### src/rtl/mwb_pkg.sv
package mwb_pkg;

   typedef enum logic [1:0] {
      PRED_OR   = 2'd0,
      PRED_AND  = 2'd1,
      PRED_EQ   = 2'd2,
      PRED_NONE = 2'd3
   } pred_op_e;

   function automatic logic pred_eval(input logic [1:0] op, input logic x, input logic y);
      logic r;
      unique case (op)
         PRED_OR:  r = x | y;
         PRED_AND: r = x & y;
         PRED_EQ:  r = ~(x ^ y);
         default:  r = 1'b0;
      endcase
      return r;
   endfunction

endpackage

### src/rtl/mwb_cond_bank.sv
module mwb_cond_bank #(
   parameter int NCOND = 8,
   localparam int IDX_W = (NCOND > 1) ? $clog2(NCOND) : 1
) (
   input  logic             clk,
   input  logic             rst_n,
   input  logic             we,
   input  logic [IDX_W-1:0] idx,
   input  logic             val,
   output logic [NCOND-1:0] flags
);

   logic [NCOND-1:0] flags_q;

   always_ff @(posedge clk) begin
      if (!rst_n) begin
         flags_q <= '0;
      end else begin
         for (int i = 0; i < NCOND; i++) begin
            if (we && (idx == IDX_W'(i)))
               flags_q[i] <= val;
         end
      end
   end

   assign flags = flags_q;

endmodule

### src/rtl/mwb_entry_table.sv
module mwb_entry_table #(
   parameter int DEPTH  = 4,
   parameter int IDX_W  = 3,
   parameter int ADDR_W = 16,
   localparam int CNT_W  = $clog2(DEPTH + 1),
   localparam int SLOT_W = (DEPTH > 1) ? $clog2(DEPTH) : 1
) (
   input  logic                          clk,
   input  logic                          rst_n,
   input  logic                          push,
   input  logic [1:0]                    push_op,
   input  logic [IDX_W-1:0]              push_a,
   input  logic [IDX_W-1:0]              push_b,
   input  logic [ADDR_W-1:0]             push_tgt,
   input  logic                          flush,
   output logic [DEPTH-1:0][1:0]         ent_op,
   output logic [DEPTH-1:0][IDX_W-1:0]   ent_a,
   output logic [DEPTH-1:0][IDX_W-1:0]   ent_b,
   output logic [DEPTH-1:0][ADDR_W-1:0]  ent_tgt,
   output logic [DEPTH-1:0]              ent_vld,
   output logic [CNT_W-1:0]              occ,
   output logic                          full,
   output logic                          drop
);

   logic [CNT_W-1:0]  occ_q;
   logic              wr_en;
   logic [SLOT_W-1:0] wr_slot;

   assign full    = (occ_q == CNT_W'(DEPTH));
   assign wr_en   = push && (flush || !full);
   assign drop    = push && full && !flush;
   assign wr_slot = flush ? '0 : occ_q[SLOT_W-1:0];
   assign occ     = occ_q;

   always_ff @(posedge clk) begin
      if (!rst_n)
         occ_q <= '0;
      else if (flush)
         occ_q <= push ? CNT_W'(1) : '0;
      else if (wr_en)
         occ_q <= occ_q + CNT_W'(1);
   end

   for (genvar s = 0; s < DEPTH; s++) begin : g_slot
      always_ff @(posedge clk) begin
         if (!rst_n) begin
            ent_op[s]  <= '0;
            ent_a[s]   <= '0;
            ent_b[s]   <= '0;
            ent_tgt[s] <= '0;
         end else if (wr_en && (wr_slot == SLOT_W'(s))) begin
            ent_op[s]  <= push_op;
            ent_a[s]   <= push_a;
            ent_b[s]   <= push_b;
            ent_tgt[s] <= push_tgt;
         end
      end
      assign ent_vld[s] = (occ_q > CNT_W'(s));
   end

endmodule

### src/rtl/mwb_pick.sv
module mwb_pick #(
   parameter int DEPTH       = 4,
   parameter int ADDR_W      = 16,
   parameter bit ONEHOT_PICK = 1'b0
) (
   input  logic [DEPTH-1:0]             hit,
   input  logic [DEPTH-1:0][ADDR_W-1:0] tgt,
   output logic                         any,
   output logic [ADDR_W-1:0]            sel_tgt
);

   assign any = |hit;

   if (ONEHOT_PICK) begin : g_onehot
      logic [DEPTH-1:0] first;
      assign first = hit & ~(hit - DEPTH'(1));
      always_comb begin
         sel_tgt = '0;
         for (int i = 0; i < DEPTH; i++)
            sel_tgt |= first[i] ? tgt[i] : '0;
      end
   end else begin : g_scan
      always_comb begin
         sel_tgt = '0;
         for (int i = DEPTH - 1; i >= 0; i--)
            if (hit[i]) sel_tgt = tgt[i];
      end
   end

endmodule

### src/rtl/mwb_exit_unit.sv
module mwb_exit_unit #(
   parameter int NCOND       = 8,
   parameter int DEPTH       = 4,
   parameter int ADDR_W      = 16,
   parameter bit ONEHOT_PICK = 1'b0,
   localparam int IDX_W = (NCOND > 1) ? $clog2(NCOND) : 1,
   localparam int CNT_W = $clog2(DEPTH + 1)
) (
   input  logic              clk,
   input  logic              rst_n,
   input  logic              cmp_we,
   input  logic [IDX_W-1:0]  cmp_sel,
   input  logic              cmp_bit,
   input  logic              prep_valid,
   input  logic [1:0]        prep_op,
   input  logic [IDX_W-1:0]  prep_src_a,
   input  logic [IDX_W-1:0]  prep_src_b,
   input  logic [ADDR_W-1:0] prep_target,
   input  logic              exit_req,
   output logic              res_valid,
   output logic              res_taken,
   output logic [ADDR_W-1:0] res_target,
   output logic              ovf_flag
);
   import mwb_pkg::*;

   if (NCOND < 2)   begin : g_bad_ncond $error("NCOND must be at least 2"); end
   if (DEPTH < 1)   begin : g_bad_depth $error("DEPTH must be at least 1"); end
   if (DEPTH > 64)  begin : g_big_depth $error("DEPTH above 64 is not supported"); end
   if (ADDR_W < 1)  begin : g_bad_addr  $error("ADDR_W must be positive"); end

   logic [NCOND-1:0]             flags;
   logic [DEPTH-1:0][1:0]        ent_op;
   logic [DEPTH-1:0][IDX_W-1:0]  ent_a;
   logic [DEPTH-1:0][IDX_W-1:0]  ent_b;
   logic [DEPTH-1:0][ADDR_W-1:0] ent_tgt;
   logic [DEPTH-1:0]             ent_vld;
   logic [CNT_W-1:0]             occ;
   logic                         tbl_full;
   logic                         tbl_drop;
   logic [DEPTH-1:0]             hit;
   logic                         any_hit;
   logic [ADDR_W-1:0]            pick_tgt;

   mwb_cond_bank #(.NCOND(NCOND)) u_flags (
      .clk   (clk),
      .rst_n (rst_n),
      .we    (cmp_we),
      .idx   (cmp_sel),
      .val   (cmp_bit),
      .flags (flags)
   );

   mwb_entry_table #(.DEPTH(DEPTH), .IDX_W(IDX_W), .ADDR_W(ADDR_W)) u_table (
      .clk      (clk),
      .rst_n    (rst_n),
      .push     (prep_valid),
      .push_op  (prep_op),
      .push_a   (prep_src_a),
      .push_b   (prep_src_b),
      .push_tgt (prep_target),
      .flush    (exit_req),
      .ent_op   (ent_op),
      .ent_a    (ent_a),
      .ent_b    (ent_b),
      .ent_tgt  (ent_tgt),
      .ent_vld  (ent_vld),
      .occ      (occ),
      .full     (tbl_full),
      .drop     (tbl_drop)
   );

   for (genvar e = 0; e < DEPTH; e++) begin : g_eval
      logic fa, fb;
      assign fa     = (int'(ent_a[e]) < NCOND) ? flags[ent_a[e]] : 1'b0;
      assign fb     = (int'(ent_b[e]) < NCOND) ? flags[ent_b[e]] : 1'b0;
      assign hit[e] = ent_vld[e] && pred_eval(ent_op[e], fa, fb);
   end

   mwb_pick #(.DEPTH(DEPTH), .ADDR_W(ADDR_W), .ONEHOT_PICK(ONEHOT_PICK)) u_pick (
      .hit     (hit),
      .tgt     (ent_tgt),
      .any     (any_hit),
      .sel_tgt (pick_tgt)
   );

   always_ff @(posedge clk) begin
      if (!rst_n) begin
         res_valid  <= 1'b0;
         res_taken  <= 1'b0;
         res_target <= '0;
         ovf_flag   <= 1'b0;
      end else begin
         res_valid  <= exit_req;
         res_taken  <= exit_req && any_hit;
         res_target <= (exit_req && any_hit) ? pick_tgt : '0;
         if (exit_req)
            ovf_flag <= 1'b0;
         else if (tbl_drop)
            ovf_flag <= 1'b1;
      end
   end

endmodule

### config.mk
export PLATFORM = sky130hd
export DESIGN_NAME = mwb_exit_unit
export DESIGN_NICKNAME = d
export VERILOG_FILES = /design/src/rtl/mwb_pkg.sv /design/src/rtl/mwb_cond_bank.sv /design/src/rtl/mwb_entry_table.sv /design/src/rtl/mwb_pick.sv /design/src/rtl/mwb_exit_unit.sv
export SDC_FILE = /design/constraint.sdc
export NUM_CORES = 1
export LEC_CHECK = 0
export ABC_AREA = 1
export BUFFER_PORTS_ARGS = -buffer_cell sky130_fd_sc_hd__buf_2
export CAP_MARGIN = 40
export CORE_ASPECT_RATIO = 1.75
export CORE_MARGIN = 2
export CORE_UTILIZATION = 34
export CTS_BUF_LIST = sky130_fd_sc_hd__clkbuf_16
export CTS_CLUSTER_SIZE = 14
export DETAILED_ROUTE_END_ITERATION = 6
export PLACE_DENSITY = 0.48
export SYNTH_ARGS = -nofsm -noshare
export SYNTH_HDL_FRONTEND = slang
export SYNTH_SLANG_ARGS = --single-unit
### constraint.sdc
create_clock -name clk -period 5.68 [get_ports clk]
set_input_delay 0 -clock clk [delete_from_list [all_inputs] [get_ports clk]]
set_output_delay 0 -clock clk [all_outputs]
set_load 0.02 [all_outputs]
## After elaboration in Yosys (flattened, before gate mapping)

Cells that the tools add are included.

| word-level totals | value |
|---|---|
| bits of input ports | 33 |
| flip-flop bits (word level) | 126 |

| cells by class | value |
|---|---|
| mux-type cells | 28 |
| equal/unequal tests | 19 |
| magnitude comparators | 12 |
| bitwise logic cells | 17 |
| $add $sub $neg | 1 |
| reductions and logical operators | 33 |

Operator list:

| kind | count |
|---|---|
| 2-to-1 mux 16 bit | 4 |
| < comparator 3 x 4 -> 1 bit (second input constant) | 8 |
| binary-select mux 1 bit (select 3 bit) | 8 |
| logical AND 1 bit | 20 |
| equality test 3 bit (second input constant) | 5 |
| equality test 2 bit (second input constant) | 6 |
| one-hot mux 1 bit (3 select lines) | 4 |
| equality test 2 x 1 -> 1 bit (second input constant) | 5 |
| zero test 2 bit | 5 |
| 2-to-1 mux 1 bit | 9 |
| equality test 3 x 2 -> 1 bit (second input constant) | 2 |
| > comparator 3 x 1 -> 1 bit (second input constant) | 2 |
| > comparator 3 x 2 -> 1 bit (second input constant) | 2 |
| 2-to-1 mux 3 bit | 2 |
| inverter 1 bit | 5 |
| bitwise AND 1 bit | 4 |
| bitwise OR 1 bit | 4 |
| OR reduction 4 bit | 1 |
| XOR 1 bit | 4 |
| adder 3 x 1 -> 3 bit (second input constant) | 1 |
| equality test 3 x 1 -> 1 bit (second input constant) | 1 |
| zero test 3 bit | 1 |
| zero test 1 bit | 2 |
| 2-to-1 mux 2 bit | 1 |
| 4 further kinds | 4 |

## Depth between registers and ports, before layout

Gate-level depths: netlist (run 1).

| logic depth | value |
|---|---|
| depth in word-level cells | 10 |
| mapped depth | 18 |
| gate-level depth less buffers | 17 |

## Hierarchy

From an unflattened synthesis (run 1), not the netlist that was laid out.

| unflattened totals | value |
|---|---|
| cell total of the unflattened synthesis | 1,076 |
| area total of the unflattened synthesis | 6,776.5 µm² |

By module, submodules not included:

| module | area an instance (µm²) | cells an instance | times used | sequential area each (µm²) |
|---|---|---|---|---|
| mwb_entry_table | 4,110.2 | 595 | 1 | 1,981.9 |
| mwb_exit_unit | 1,574.0 | 282 | 1 | 380.4 |
| mwb_pick | 715.7 | 145 | 1 | 0.0 |
| mwb_cond_bank | 376.6 | 54 | 1 | 160.2 |

## Worst setup path after synthesis (run 1)

Ideal clock, no wire load.

| timing | value |
|---|---|
| path kind | register to register |
| from | reg u_flags.flags_q[7], in the netlist u_flags.flags[7] |
| to | reg res_target[6] |
| stages on the path, launching flop included | 16 |
| data arrival time | 2.184 ns |
| clock period less this slack | 2.250 ns |
| data required time | 5.614 ns |
| setup time | 0.066 ns |
| slack | 3.430 ns |
| path through | dfxtp_1 clkbuf_1 nor2_1 o21ai_0 inv_1 o21ai_0 inv_1 ha_1 nand2_1 nand3_1 a21oi_4 nor2_4 nand2_8 buf_12 nand3_2 a21oi_2 |

| on the way | value |
|---|---|
| longest elaborated chain between the ends | 10 |

RTL lines:

| element | line | source |
|---|---|---|
| from (decl) | mwb_cond_bank.sv:13 | `logic [NCOND-1:0] flags_q;` |
| from (signal, indexed assignment) | mwb_cond_bank.sv:21 | `flags_q[i] <= val;` |
| binary-select mux 1 bit (select 3 bit) (on tied branches) | mwb_exit_unit.sv:75, mwb_exit_unit.sv:76 |  |
| 2-to-1 mux 1 bit (on tied branches) | mwb_exit_unit.sv:75, mwb_exit_unit.sv:76 |  |
| XOR 1 bit | mwb_pkg.sv:15 | `PRED_EQ: r = ~(x ^ y);` |
| inverter 1 bit | mwb_pkg.sv:15 |  |
| one-hot mux 1 bit (3 select lines) | mwb_pkg.sv:12 | `unique case (op)` |
| logical AND 1 bit | mwb_exit_unit.sv:77 | `assign hit[e] = ent_vld[e] && pred_eval(ent_op[e], fa, fb);` |
| 2-to-1 mux 16 bit (4 in a row) | mwb_pick.sv:26 | `if (hit[i]) sel_tgt = tgt[i];` |
| to (signal assigned) | mwb_exit_unit.sv:96 | `res_target <= (exit_req && any_hit) ? pick_tgt : '0;` |
| to (decl) | mwb_exit_unit.sv:22 | `output logic [ADDR_W-1:0] res_target,` |

Parallel ways exist; a longest one is shown, timed or not. The select of a mux whose other input is x is not followed.
A chain may end at the register's enable or synchronous reset.

## Worst setup path in the final report (run 1)

| timing | value |
|---|---|
| from | reg u_flags.flags_q[7], in the netlist u_flags.flags[7] |
| to | reg res_target[1] |

Same word-level chain as after synthesis.

==> results of run 1 <==
cells by family (layout without fill, tap and decap cells):
logic type / Yosys count / count (layout) / share of synthesized area, %
AND/OR/NAND/NOR: 301 / 301 / 22.4
AO/OA/AOI/OAI: 262 / 262 / 22.8
buffers and inverters: 139 / 221 / 10.1
flip-flops: 126 / 126 / 41.9
adder cells (fa/ha/maj): 13 / 13 / 2.70
flip-flops by register name, summed over array words and instances, names as in the netlist:
register and cells:
ovf_flag 1, res_taken 1, res_target 16, res_valid 1
u_flags.flags 8, u_table.ent_a 12, u_table.ent_b 12, u_table.ent_op 8
u_table.ent_tgt 64, u_table.occ 3
worst register-to-register path, cell delays in order, from the launching register on:
cell                      delay [ns]
sky130_fd_sc_hd__dfxtp_1        0.52
sky130_fd_sc_hd__nor2_1         0.09
sky130_fd_sc_hd__o21ai_0        0.18
sky130_fd_sc_hd__inv_1          0.07
sky130_fd_sc_hd__o21ai_0        0.28
sky130_fd_sc_hd__inv_1          0.08
sky130_fd_sc_hd__ha_1           0.28
sky130_fd_sc_hd__nand2_1        0.07
sky130_fd_sc_hd__nand3_1        0.07
sky130_fd_sc_hd__nand2_1        0.08
sky130_fd_sc_hd__nand2_1        0.35
sky130_fd_sc_hd__buf_8          0.31
sky130_fd_sc_hd__nand2_1        0.08
sky130_fd_sc_hd__inv_2          0.06
sky130_fd_sc_hd__nand2_8        0.16
sky130_fd_sc_hd__nand3_1        0.10
sky130_fd_sc_hd__a21oi_1        0.13
through the flow:
stage | worst slack (ns) | utilization, % | hold slack, ns | instance area (um^2) | std cells
after floorplan | 3.43 | - | 0.135 | 6020 | 841
after global placement | 2.45 | 36.5 | 0.277 | 6330 | 1084
after detailed placement | 2.64 | 37.0 | 0.275 | 6420 | 1088
after CTS | 2.61 | 42.2 | 0.123 | 7340 | 1154
after global routing | 2.35 | 42.2 | 0.141 | 7340 | 1154
final | 2.70 | 42.2 | 0.127 | 7340 | 1154
worst paths after layout:
check	start	to	slack [ns]
max reg2reg	u_flags.flags[7]	res_target[1]	2.70
max	u_flags.flags[7]	res_target[1]	2.70
min reg2reg	u_table.ent_tgt[23]	u_table.ent_tgt[23]	0.45
min	rst_n	u_table.ent_a[0]	0.13
metal layers:
metal / global-route usage [%] / up-vias
met5: 0 / -
met4: 7.46 / 0
met3: 3.08 / 27
met2: 37.2 / 98
met1: 19.5 / 2567
li1: - / 2867
layout make-up:
type,instances,area [um^2],area share (%)
repair buffers,91,701,9.55
flip-flops and latches,126,2520,34.4
multi-input cells,576,2890,39.3
clock buffers,17,425,5.80
well taps,231,289,3.94
clock inverters,15,149,2.03
inverters,98,368,5.01
synthesized netlist by cell type, drive strengths merged (2+ instances only):
cell	instances
a21oi	83
buf	17
clkbuf	24
clkinv	2
dfxtp	126
ha	13
inv	96
nand2	86
nand3	51
nor2	147
o21ai	178
or2	16
where the power goes:
| group | internal, mW | switching [mW] | total, mW |
|---|---|---|---|
| Clock | 0.643 | 0.421 | 1.06 |
| Combinational | 0.0984 | 0.170 | 0.268 |
| Sequential | 0.917 | 0.0209 | 0.938 |
==> impl_summary.txt, run 1 <==
----------------------------------------------------
[Timing]
  Clock skew ... around 0.013 ns
  Part of the cycle the worst path needs ... 52.5%
  Final count of hold timing violations ... 0
  Shortest clock period the worst path allows after layout ... 2.98 ns
  Setup TNS ... 0 ns
  F_max ... 0.335 GHz
  Unrepaired setup endpoints after global routing ... no
  Remaining max-slew budget at the tightest pin ... between 40% and 50%
  Setup-failing EPs final ... 0
  Final Slew Violations ... 0
  Slew at the pin with the worst max-slew slack ... 0.781 ns

[Logic synthesis]
  Most area-hungry cell type in the Yosys netlist ... sky130_fd_sc_hd__dfxtp_1
  Total of warnings raised by yosys ... 0
  Average size of a mapped cell ... 7.15 um^2
  Number of enable flip-flop cells after synthesis ... 0
  Top cells by area in the synthesized netlist ... sky130_fd_sc_hd__dfxtp_1 42%, sky130_fd_sc_hd__o21ai_0 14%, sky130_fd_sc_hd__nor2_1 8.9%
  Share of the yosys chip area belonging to registers ... 41.9%
  Share of the synthesized area in the top cell type ... 41.9%
  Most used flip-flop cell after synthesis ... sky130_fd_sc_hd__dfxtp_1
  Unique masters post-synth ... 30
  Post-synth net total ... 887
  Post-Synthesis Cells ... 841
  Share of flip-flops with an asynchronous set or reset after synthesis ... 0%
  Synth Register Bits ... 126
  Post-synth design cell area ... about 6000 um^2

[Power]
  Reported leakage power ... slightly below 3 nW
  Maximum ir drop on the vdd rail ... 0.160 mV
  Power Total ... 2.27 mW
  Power density cells ... 309 nW/um^2

[Critical path]
  Largest stage delay on the critical path ... 0.52 ns
  Cell repeated most along the worst path ... sky130_fd_sc_hd__nand2_1
  Kind of critical path ... reg2reg
  Cell depth of the worst flop-to-flop path ... 16
  Gate family responsible for the most delay along the worst path ... simple AND/OR/NAND/NOR gates
  Arrival time at the worst endpoint ... approximately 3.3 ns
  CP startpoint kind ... flop
  Data required time at the worst endpoint ... 6.02 ns
  Buffering stage count on the worst path with inverters included ... 4
  Count of cell instances traversed by the critical path ... 16
  Slowest library cell on the worst path ... sky130_fd_sc_hd__dfxtp_1
  Crit. End Element ... flop
  Cell chain of the critical path ... nor2_1 -> o21ai_0 -> inv_1 -> o21ai_0 -> inv_1 -> ha_1 -> nand2_1 -> nand3_1 -> nand2_1 -> nand2_1 -> buf_8 -> nand2_1 -> inv_2 -> nand2_8 -> nand3_1 -> a21oi_1
  Worst-path fanout max ... 18

[Global routing]
  Grt total ovfl ... 0
  Via count of the first global-routing pass ... ~5400
  Tot GR Track Use ... 18.9%
  Global-route wire length before repair ... 27.9 mm
  Antenna violations before repair ... 0
  Maximum number of pins on one net before global-route repair ... 62

[Floorplanning]
  Horizontal die dimension ... 105 um
  Initial cell density of the core ... between 30% and 40%
  Height of the die ... 180 um
  Full die area ... 18800 um^2
  Num ports ... 52
  Core box area ... 17400 um^2
  Number of rows created at floorplan ... 64

[Cells and area]
  Share of final-layout standard cells stronger than drive strength 1 ... between 10% and 20%
  Most frequent cells in the layout ... 174 x sky130_fd_sc_hd__o21ai_0, 143 x sky130_fd_sc_hd__nor2_1, 126 x sky130_fd_sc_hd__dfxtp_1
  Most frequent standard cell in the layout excluding fill and tap cells ... sky130_fd_sc_hd__o21ai_0
  Fillers ... 1884
  Syn-to-layout area delta ... 22.0%
  Layout net count ... between 900 and 1000
  Antenna cell count ... 0

[Routing]
  Detailed-route via count ... 5559
  Total Wirelength ... approximately 17 mm
  Average routed wire per standard cell ... roughly 15 um
  Met2 routed WL ... 9.61 mm
  Met3 WL post-DR ... a little under 500 um
  Count of TritonRoute iterations in the first routing pass ... 4
  Post-route DRC ... 0
  Top layer used by detailed routing ... met4
  Drt via density ... ~4.8
  Iter 0 DRT Violations ... 156
  Detailed-route wire length on metal 1 ... 6.72 mm
  DRT antenna net count ... 0

[Clock network]
  Buffers inserted by post-CTS timing repair ... 0
  Clock buffers created by TritonCTS ... 17
  Total number of H-tree levels ... 4
  Cts-stage hold buffer count ... 34
  Total number of clock tree sinks ... around 130
  Count of instances resized after the clock tree is built ... 0
  Number of buffers on the longest clock path ... 2
  Worst-path clk slew ... 0.07 ns
  CTS tree ... done
  Latest clock arrival within the worst-skew pair ... between 0.4 and 0.5 ns
  Buffer type at the clock tree root ... sky130_fd_sc_hd__clkbuf_16

[Hold path]
  Class of the tightest hold or removal check ... in2reg
  Hold Path Stages ... 4

[Place]
  Final weighted congestion of routability-driven global placement ... 0.805
  HPWL after DPL ... 11.5 mm
  IO buf count ... 51

[Job]
  Max-cap check violation count ... 0

[Status]
  Run status ... completed

----------------------------------------------------
No activity file was read; power rests on OpenSTA's default activity.
==> run 2: changes to the inputs <==
--- a/config.mk
+++ b/config.mk
@@ -14,7 +14,7 @@
 export CTS_BUF_LIST = sky130_fd_sc_hd__clkbuf_16
 export CTS_CLUSTER_SIZE = 14
 export DETAILED_ROUTE_END_ITERATION = 6
-export PLACE_DENSITY = 0.48
+export PLACE_DENSITY = 0.5
 export SYNTH_ARGS = -nofsm -noshare
 export SYNTH_HDL_FRONTEND = slang
 export SYNTH_SLANG_ARGS = --single-unit
==> constraint.sdc (replaced) <==
create_clock -name clk -period 2.67 [get_ports clk]
set_input_delay 0 -clock clk [delete_from_list [all_inputs] [get_ports clk]]
set_output_delay 0 -clock clk [all_outputs]
set_load 0.02 [all_outputs]
==> impl_summary.txt, run 2 (synthesis results as in run 1) <==
----------------------------------------------------
[Place]
  Number of placed instances with taps included ... 1112 (+2.2%)
  IO buf count ... 51 (unchanged)
  HPWL after DPL ... 11.9 mm (+2.7%)
  Final weighted congestion of routability-driven global placement ... 0.843 (+4.7%)
  Placement Setup Slack ... 0.0297 ns (-2.61 ns)
  Placed cell area ... 6580 um^2 (+2.5%)

[Clock network]
  Latest clock arrival within the worst-skew pair ... 0.42 ns (about the same)
  CTS tree ... done
  Total number of clock tree sinks ... 126 (unchanged)
  Number of buffers on the longest clock path ... 2 (unchanged)
  Clock buffers created by TritonCTS ... 17 (unchanged)
  Buffer type at the clock tree root ... sky130_fd_sc_hd__clkbuf_16
  Worst-path clk slew ... 0.06 ns (about the same)
  Total number of H-tree levels ... 4 (unchanged)

[Timing]
  Shortest clock period the worst path allows after layout ... 2.49 ns (-0.496 ns)
  Part of the cycle the worst path needs ... 93.1% (+41 points)
  F_max ... 0.402 GHz (+20%)
  Unrepaired setup endpoints after global routing ... no
  Clock skew ... 0.0155 ns (+0.00220 ns)
  Final count of hold timing violations ... 0 (unchanged)
  Setup TNS ... 0 ns (unchanged)
  Setup-failing EPs final ... 0 (unchanged)
  Remaining max-slew budget at the tightest pin ... 44.6% (-3.0 points)
  Crit path setup slack, layout ... 0.184 ns (-2.51 ns)
  Final Slew Violations ... 0 (unchanged)
  Slew at the pin with the worst max-slew slack ... 0.826 ns (+0.0447 ns)

[Routing]
  Drt via density ... 4.81 (-0.25%)
  Iter 0 DRT Violations ... 190 (+22%)
  Total Wirelength ... 17.9 mm (+3.7%)
  Detailed-route wire length on metal 1 ... 6.93 mm (+3.2%)
  Detailed-route via count ... 5675 (+2.1%)
  Met2 routed WL ... 9.95 mm (+3.5%)
  Met3 WL post-DR ... 438 um (-9.1%)
  Top layer used by detailed routing ... met4
  DRT antenna net count ... 0 (unchanged)
  Average routed wire per standard cell ... 15.1 um (+1.3%)
  Post-route DRC ... 0 (unchanged)
  Count of TritonRoute iterations in the first routing pass ... 4 (unchanged)

[Hold path]
  Class of the tightest hold or removal check ... in2reg
  Hold Path Stages ... 4 (unchanged)

[Job]
  Max-cap check violation count ... 0 (unchanged)

[Critical path]
  Worst-path fanout max ... 15 (-3)
  Kind of critical path ... reg2reg
  Cell depth of the worst flop-to-flop path ... 20 (+4)
  Data required time at the worst endpoint ... 2.98 ns (-3.04 ns)
  Arrival time at the worst endpoint ... 2.79 ns (-0.53 ns)
  Crit. End Element ... flop
  CP startpoint kind ... flop

[Cells and area]
  Flip-flop count of the largest register, all copies and words added ... 64 (unchanged)
  Most frequent standard cell in the layout excluding fill and tap cells ... sky130_fd_sc_hd__o21ai_0
  Share of final-layout standard cells stronger than drive strength 1 ... 19.7% (+3.8 points)
  Syn-to-layout area delta ... 26.7%
  Sequential cell area ... 2520 um^2 (about the same)
  Footprint of the multi-input gates ... 2940 um^2 (+2.0%)
  Largest registers ... u_table.ent_tgt (64), res_target (16)
  Most frequent cells in the layout ... 162 x sky130_fd_sc_hd__o21ai_0, 143 x sky130_fd_sc_hd__nor2_1, 124 x sky130_fd_sc_hd__dfxtp_1
  Post-route cell area ... 7620 um^2 (+3.8%)
  Number of non-filler instances in the completed layout ... 1181 (+2.3%)
  Antenna cell count ... 0 (unchanged)
  Fillers ... 1820 (-3.4%)
  Biggest register ... u_table.ent_tgt
  Layout net count ... 983 (+2.8%)

[Power]
  Combinational share of power ... 12.9% (+1.1 points)
  Relative contribution of the clock network to total power ... 47.3% (+0.4 points)
  Share of total power consumed by net switching ... 26.9% (-0.036 points)
  Net switching power ... 1.35 mW (+120%)
  Reported leakage power ... 3.12 nW (+5.8%)
  Power density cells ... 657 nW/um^2 (+110%)
  Internal power contribution ... 3.66 mW (+120%)
  Sequential power share ... 39.8% (-1.5 points)
  Maximum ir drop on the vdd rail ... 0.350 mV (+120%)

[Global routing]
  Tot GR Track Use ... 19.1% (+0.14 points)
  Grt total ovfl ... 0 (unchanged)
  Via count of the first global-routing pass ... 5566 (+2.5%)
  Antenna violations before repair ... 0 (unchanged)
  Global-route wire length before repair ... 28.2 mm (+1.1%)
  Maximum number of pins on one net before global-route repair ... 62 (unchanged)

[Floorplanning]
  Horizontal die dimension ... 105 um (unchanged)
  Height of the die ... 180 um (unchanged)
  Initial cell density of the core ... 34.6% (unchanged)
  Number of rows created at floorplan ... 64 (unchanged)
  Num ports ... 52 (unchanged)
  Full die area ... 18800 um^2 (unchanged)
  Core box area ... 17400 um^2 (unchanged)

[Status]
  Run status ... completed

----------------------------------------------------
==> run 2: changes by cell type in the layout (fill, tap and decap cells not counted), moves of 3 or more <==
cell                      change
sky130_fd_sc_hd__buf_4       +24
sky130_fd_sc_hd__o21ai_0     -12
sky130_fd_sc_hd__o21ai_1     +10
sky130_fd_sc_hd__nand2_1      -4
sky130_fd_sc_hd__a21oi_1      -3
sky130_fd_sc_hd__a21oi_2      +3
sky130_fd_sc_hd__nand2_2      +3
==> run 2: what timing repair did <==
item                                    4_1_cts  5_1_grt
endpoints found under the hold margin       106        0
buffers inserted                              0        1
endpoints found under the setup margin        0       16
hold buffers                                 35        0
gates resized for setup                       0       29
==> run 2: final timing paths <==
check,from,end,slack [ns]
worst max register to register,u_flags.flags[5],res_target[3],0.18
worst min register to register,u_table.ent_tgt[23],u_table.ent_tgt[23],0.45
worst min-delay path,prep_target[3],u_table.ent_tgt[51],0.39
worst max-delay path,u_flags.flags[5],res_target[3],0.18
==> run 2: cell type report <==
class,instances,share of cell area (%)
clock inverter,15,2.23
sequential,126,33.1
timing repair buffer,117,11.8
multi-input combinational,577,38.6
clock buffer,17,5.58
tap,231,3.79
inverter,98,4.86
==> run 2: routing by layer <==
metal	GRT usage [%]	up-vias
met2	36.8	100
met3	3.81	34
li1	-	2929
met5	0	-
met1	19.4	2612
met4	8.43	0
==> run 2: power by group through the flow <==
| stage | registers [mW] | logic (mW) | clock network (mW) |
|---|---|---|---|
| after floorplan | 2.03 | 0.381 | 0 |
| after global placement | 2.03 | 0.561 | 0 |
| after detailed placement | 2.03 | 0.566 | 0 |
| after CTS | 1.99 | 0.604 | 2.41 |
| after global routing | 2.00 | 0.722 | 2.51 |
| final | 1.99 | 0.647 | 2.37 |
==> run 2: critical path, cell delays in order (launching register included) <==
cell,delay [ns]
sky130_fd_sc_hd__dfxtp_1,0.33
sky130_fd_sc_hd__inv_2,0.07
sky130_fd_sc_hd__a21oi_1,0.11
sky130_fd_sc_hd__o21ai_0,0.09
sky130_fd_sc_hd__o21ai_1,0.13
sky130_fd_sc_hd__buf_4,0.14
sky130_fd_sc_hd__inv_1,0.03
sky130_fd_sc_hd__o21ai_1,0.11
sky130_fd_sc_hd__buf_4,0.12
sky130_fd_sc_hd__inv_1,0.03
sky130_fd_sc_hd__ha_1,0.26
sky130_fd_sc_hd__nand2_1,0.05
sky130_fd_sc_hd__nand3_1,0.09
sky130_fd_sc_hd__nand2_2,0.07
sky130_fd_sc_hd__nand2_4,0.11
sky130_fd_sc_hd__buf_12,0.16
sky130_fd_sc_hd__nand2_2,0.07
sky130_fd_sc_hd__inv_4,0.12
sky130_fd_sc_hd__nand2_8,0.11
sky130_fd_sc_hd__nand3_1,0.10
sky130_fd_sc_hd__a21oi_1,0.06
==> run 2: per-stage QoR <==
stage                     power (mW)  hold slack, ns  util (%)
final                           5.01           0.394      43.9
after global placement          2.59           0.288      37.9
after CTS                       5.01           0.383      43.3
after floorplan                 2.41           0.135         -
after global routing            5.23           0.418      43.9
after detailed placement        2.60           0.288      37.9
==> run 3: changes to the inputs <==
--- a/config.mk
+++ b/config.mk
@@ -5,9 +5,8 @@
 export SDC_FILE = /design/constraint.sdc
 export NUM_CORES = 1
 export LEC_CHECK = 0
-export ABC_AREA = 1
 export BUFFER_PORTS_ARGS = -buffer_cell sky130_fd_sc_hd__buf_2
-export CAP_MARGIN = 40
+export CAP_MARGIN = 20
 export CORE_ASPECT_RATIO = 1.75
 export CORE_MARGIN = 2
 export CORE_UTILIZATION = 34
==> impl_summary.txt, run 3 <==
----------------------------------------------------
[Cells and area]
  Flip-flop count of the largest register, all copies and words added ... 64 (unchanged)
  Largest registers ... u_table.ent_tgt (64), res_target (16)
  Antenna cell count ... 0 (unchanged)
  Syn-to-layout area delta ... 27.4%
  Most frequent standard cell in the layout excluding fill and tap cells ... sky130_fd_sc_hd__dfxtp_1
  Layout net count ... 737 (-25%)
  Most frequent cells in the layout ... 111 x sky130_fd_sc_hd__dfxtp_1, 98 x sky130_fd_sc_hd__nand2_1, 78 x sky130_fd_sc_hd__mux2i_1
  Post-route cell area ... 7630 um^2 (+0.11%)
  Biggest register ... u_table.ent_tgt
  Share of final-layout standard cells stronger than drive strength 1 ... 24.2% (+4.5 points)

[Global routing]
  Antenna violations before repair ... 0 (unchanged)
  Tot GR Track Use ... 17.5% (-1.6 points)
  Met3 track demand over resource ... 3.15% (-0.65 points)
  Grt total ovfl ... 0 (unchanged)
  Global-route wire length before repair ... 25.4 mm (-9.9%)
  Met2 Resource Use GR ... 32.9% (-3.9 points)
  Most crowded layer after global routing ... met2
  Maximum number of pins on one net before global-route repair ... 107 (+73%)
  Fraction of met1 tracks used by global routing ... 19.4% (-0.048 points)
  Via count of the first global-routing pass ... 4787 (-14%)

[Critical path]
  Crit. End Element ... flop
  Kind of critical path ... reg2reg
  Gate family responsible for the most delay along the worst path ... multiplexers
  Data required time at the worst endpoint ... 2.95 ns (-0.03 ns)
  Cell chain of the critical path ... buf_4 -> mux4_2 -> mux2i_1 -> buf_4 -> ha_1 -> mux2i_1 -> o211a_4 -> clkbuf_16 -> mux2i_1 -> a221oi_2
  Worst-path fanout max ... 8 (-7)
  R2r setup slk ... 0.1 ns (-0.08 ns)
  CP startpoint kind ... flop
  Slowest library cell on the worst path ... sky130_fd_sc_hd__mux4_2
  Largest stage delay on the critical path ... 0.43 ns (+0.10 ns)
  Cell repeated most along the worst path ... sky130_fd_sc_hd__mux2i_1
  Buffering stage count on the worst path with inverters included ... 3 (-4)
  Arrival time at the worst endpoint ... 2.85 ns (+0.06 ns)

[Logic synthesis]
  Share of flip-flops with an asynchronous set or reset after synthesis ... 0% (unchanged)
  Post-synth design cell area ... 5990 um^2 (-0.48%)
  Unique masters post-synth ... 40 (+33%)
  Leading cell types by count after synthesis ... 126 x sky130_fd_sc_hd__dfxtp_1, 98 x sky130_fd_sc_hd__nand2_1, 83 x sky130_fd_sc_hd__mux2i_1
  Post-Synthesis Cells ... 610 (-27%)
  Synth Register Bits ... 126 (unchanged)
  Total of warnings raised by yosys ... 0 (unchanged)
  Leading cell type by number of instances after synthesis ... sky130_fd_sc_hd__dfxtp_1
  Most used flip-flop cell after synthesis ... sky130_fd_sc_hd__dfxtp_1
  Most area-hungry cell type in the Yosys netlist ... sky130_fd_sc_hd__dfxtp_1
  Share of the synthesized area in the top cell type ... 42.1% (+0.20 points)
  Average size of a mapped cell ... 9.81 um^2 (+37%)
  Post-synth net total ... 656 (-26%)
  Top cells by area in the synthesized netlist ... sky130_fd_sc_hd__dfxtp_1 42%, sky130_fd_sc_hd__mux2i_1 14%, sky130_fd_sc_hd__nand2_1 6.1%
  Share of the yosys chip area belonging to registers ... 42.1% (+0.20 points)
  Number of enable flip-flop cells after synthesis ... 0 (unchanged)

[Timing]
  Crit path setup slack, layout ... 0.0997 ns (-0.0840 ns)
  Final Slew Violations ... 0 (unchanged)
  Shortest clock period the worst path allows after layout ... 2.57 ns (+0.0840 ns)
  Setup-failing EPs final ... 0 (unchanged)
  F_max ... 0.389 GHz (-3.3%)
  Clock skew ... 0.00977 ns (-0.00573 ns)
  Unrepaired setup endpoints after global routing ... yes
  Final count of hold timing violations ... 0 (unchanged)
  Slew at the pin with the worst max-slew slack ... 1.09 ns (+0.265 ns)
  Part of the cycle the worst path needs ... 96.3% (+3.1 points)
  Remaining max-slew budget at the tightest pin ... 27.3% (-17 points)

[Routing]
  Drt via density ... 4.93 (+2.6%)
  Average routed wire per standard cell ... 17.2 um (+14%)
  Total Wirelength ... 16.1 mm (-10%)
  Iter 0 DRT Violations ... 138 (-27%)
  Count of TritonRoute iterations in the first routing pass ... 4 (unchanged)
  Post-route DRC ... 0 (unchanged)
  DRT antenna net count ... 0 (unchanged)
  Detailed-route via count ... 4605 (-19%)

[Place]
  HPWL after DPL ... 10.1 mm (-15%)
  Final weighted congestion of routability-driven global placement ... 0.745 (-12%)
  IO buf count ... 51 (unchanged)
  Placed cell area ... 6510 um^2 (-1.0%)
  Placement Setup Slack ... -0.0270 ns (-0.0567 ns)

[Hold path]
  Class of the tightest hold or removal check ... in2reg

[Floorplanning]
  Initial cell density of the core ... 34.5% (-0.17 points)
  Number of rows created at floorplan ... 64 (unchanged)
  Full die area ... 18700 um^2 (-0.46%)
  Num ports ... 52 (unchanged)
  Core box area ... 17400 um^2 (unchanged)
  Horizontal die dimension ... 104 um (-0.23%)
  Height of the die ... 180 um (-0.23%)

[Clock network]
  Buffer type at the clock tree root ... sky130_fd_sc_hd__clkbuf_16
  Worst-path clk slew ... 0.06 ns (about the same)
  Number of buffers on the longest clock path ... 2 (unchanged)
  Total number of clock tree sinks ... 126 (unchanged)
  Total number of H-tree levels ... 4 (unchanged)
  CTS tree ... done
  Clock buffers created by TritonCTS ... 17 (unchanged)
  Latest clock arrival within the worst-skew pair ... 0.41 ns (about the same)

[Power]
  Power Total ... 4.50 mW (-10%)
  Power density cells ... 590 nW/um^2 (-10%)
  Maximum ir drop on the vdd rail ... 0.315 mV (-9.9%)
  Reported leakage power ... 3.05 nW (-2.0%)

[Job]
  Max-cap check violation count ... 0 (unchanged)

[Status]
  Run status ... completed

----------------------------------------------------
-- run 3: cell count changes in the layout (fill, tap and decap cells not counted), sizes merged, moves of 11 or more --
cell / delta
mux4: +16
nor2: -137
a221oi: +16
nand3: -50
mux2i: +83
or2: -15
nor2b: +57
nor4b: +16
inv: -65
nand2: +11
a21boi: +49
o21ai: -156
a21oi: -82
-- run 3: per-stage QoR --
| stage | hold slack [ns] | std cells | setup TNS (ns) | util (%) |
|---|---|---|---|---|
| 6_report | 0.0378 | 934 | 0 | 43.9 |
| 5_1_grt | 0.0376 | 934 | -0.301 | 43.9 |
| 4_1_cts | 0.0229 | 930 | 0 | 42.4 |
| 3_5_place_dp | 0.286 | 871 | -0.0299 | 37.5 |
| 3_3_place_gp | 0.279 | 871 | 0 | 37.5 |
| 2_1_floorplan | 0.135 | 610 | 0 | - |
-- run 3: metal layers --
metal / wire [um] / share of wire, % / vias up
li1: - / - / 2267
met1: 6490 / 40 / 2220
met2: 8760 / 55 / 89
met3: 443 / 2.8 / 29
met4: 365 / 2.3 / 0
met5: 0 / 0 / -
-- run 3: worst paths after layout --
check,startpoint,end,depth (start not counted)
setup / recovery,u_flags.flags[1],res_target[13],10
hold / removal,cmp_sel[0],u_flags.flags[5],4
setup reg to reg,u_flags.flags[1],res_target[13],10
hold reg to reg,u_table.ent_tgt[5],u_table.ent_tgt[5],2
-- run 3: cell type report --
type,instances,area [um^2]
fillers,1710,9750
multi-input cells,411,3300
flip-flops and latches,126,2550
repair buffers,104,828
clock buffers,17,425
well taps,231,289
clock inverters,14,129
inverters,31,116
-- run 3: power by group --
group          switching [mW]  internal [mW]
logic                   0.200          0.158
clock network           0.833           1.35
registers              0.0338           1.93
-- run 3: worst reg2reg max path, cell delays in order (launching register included) --
cell and delay (ns):
sky130_fd_sc_hd__dfxtp_4 0.37, sky130_fd_sc_hd__buf_4 0.14, sky130_fd_sc_hd__mux4_2 0.44, sky130_fd_sc_hd__mux2i_1 0.13, sky130_fd_sc_hd__buf_4 0.15, sky130_fd_sc_hd__ha_1 0.23
sky130_fd_sc_hd__mux2i_1 0.20, sky130_fd_sc_hd__o211a_4 0.28, sky130_fd_sc_hd__clkbuf_16 0.20, sky130_fd_sc_hd__mux2i_1 0.24, sky130_fd_sc_hd__a221oi_2 0.08
-- run 3: repair_timing --
| action | 4_1_cts | 5_1_grt |
|---|---|---|
| endpoints found under the setup margin | 3 | 16 |
| buffers inserted | 0 | 2 |
| gates resized for setup | 4 | 49 |
| pin swaps | 0 | 4 |
| endpoints found under the hold margin | 106 | 0 |
| gates cloned | 0 | 2 |
| hold buffers | 28 | 0 |
-- run 3: cells by family (layout without fill, tap and decap cells) --
group           after synthesis  after routing  synth area share, %
fa+ha+maj                    13             13                 2.72
xor+xnor                      1              1                0.146
buf+inv                      73            166                 5.91
mux                         100            100                 20.1
flops                       126            126                 42.1
compound gates               95             95                 11.6
simple gates                202            202                 17.4
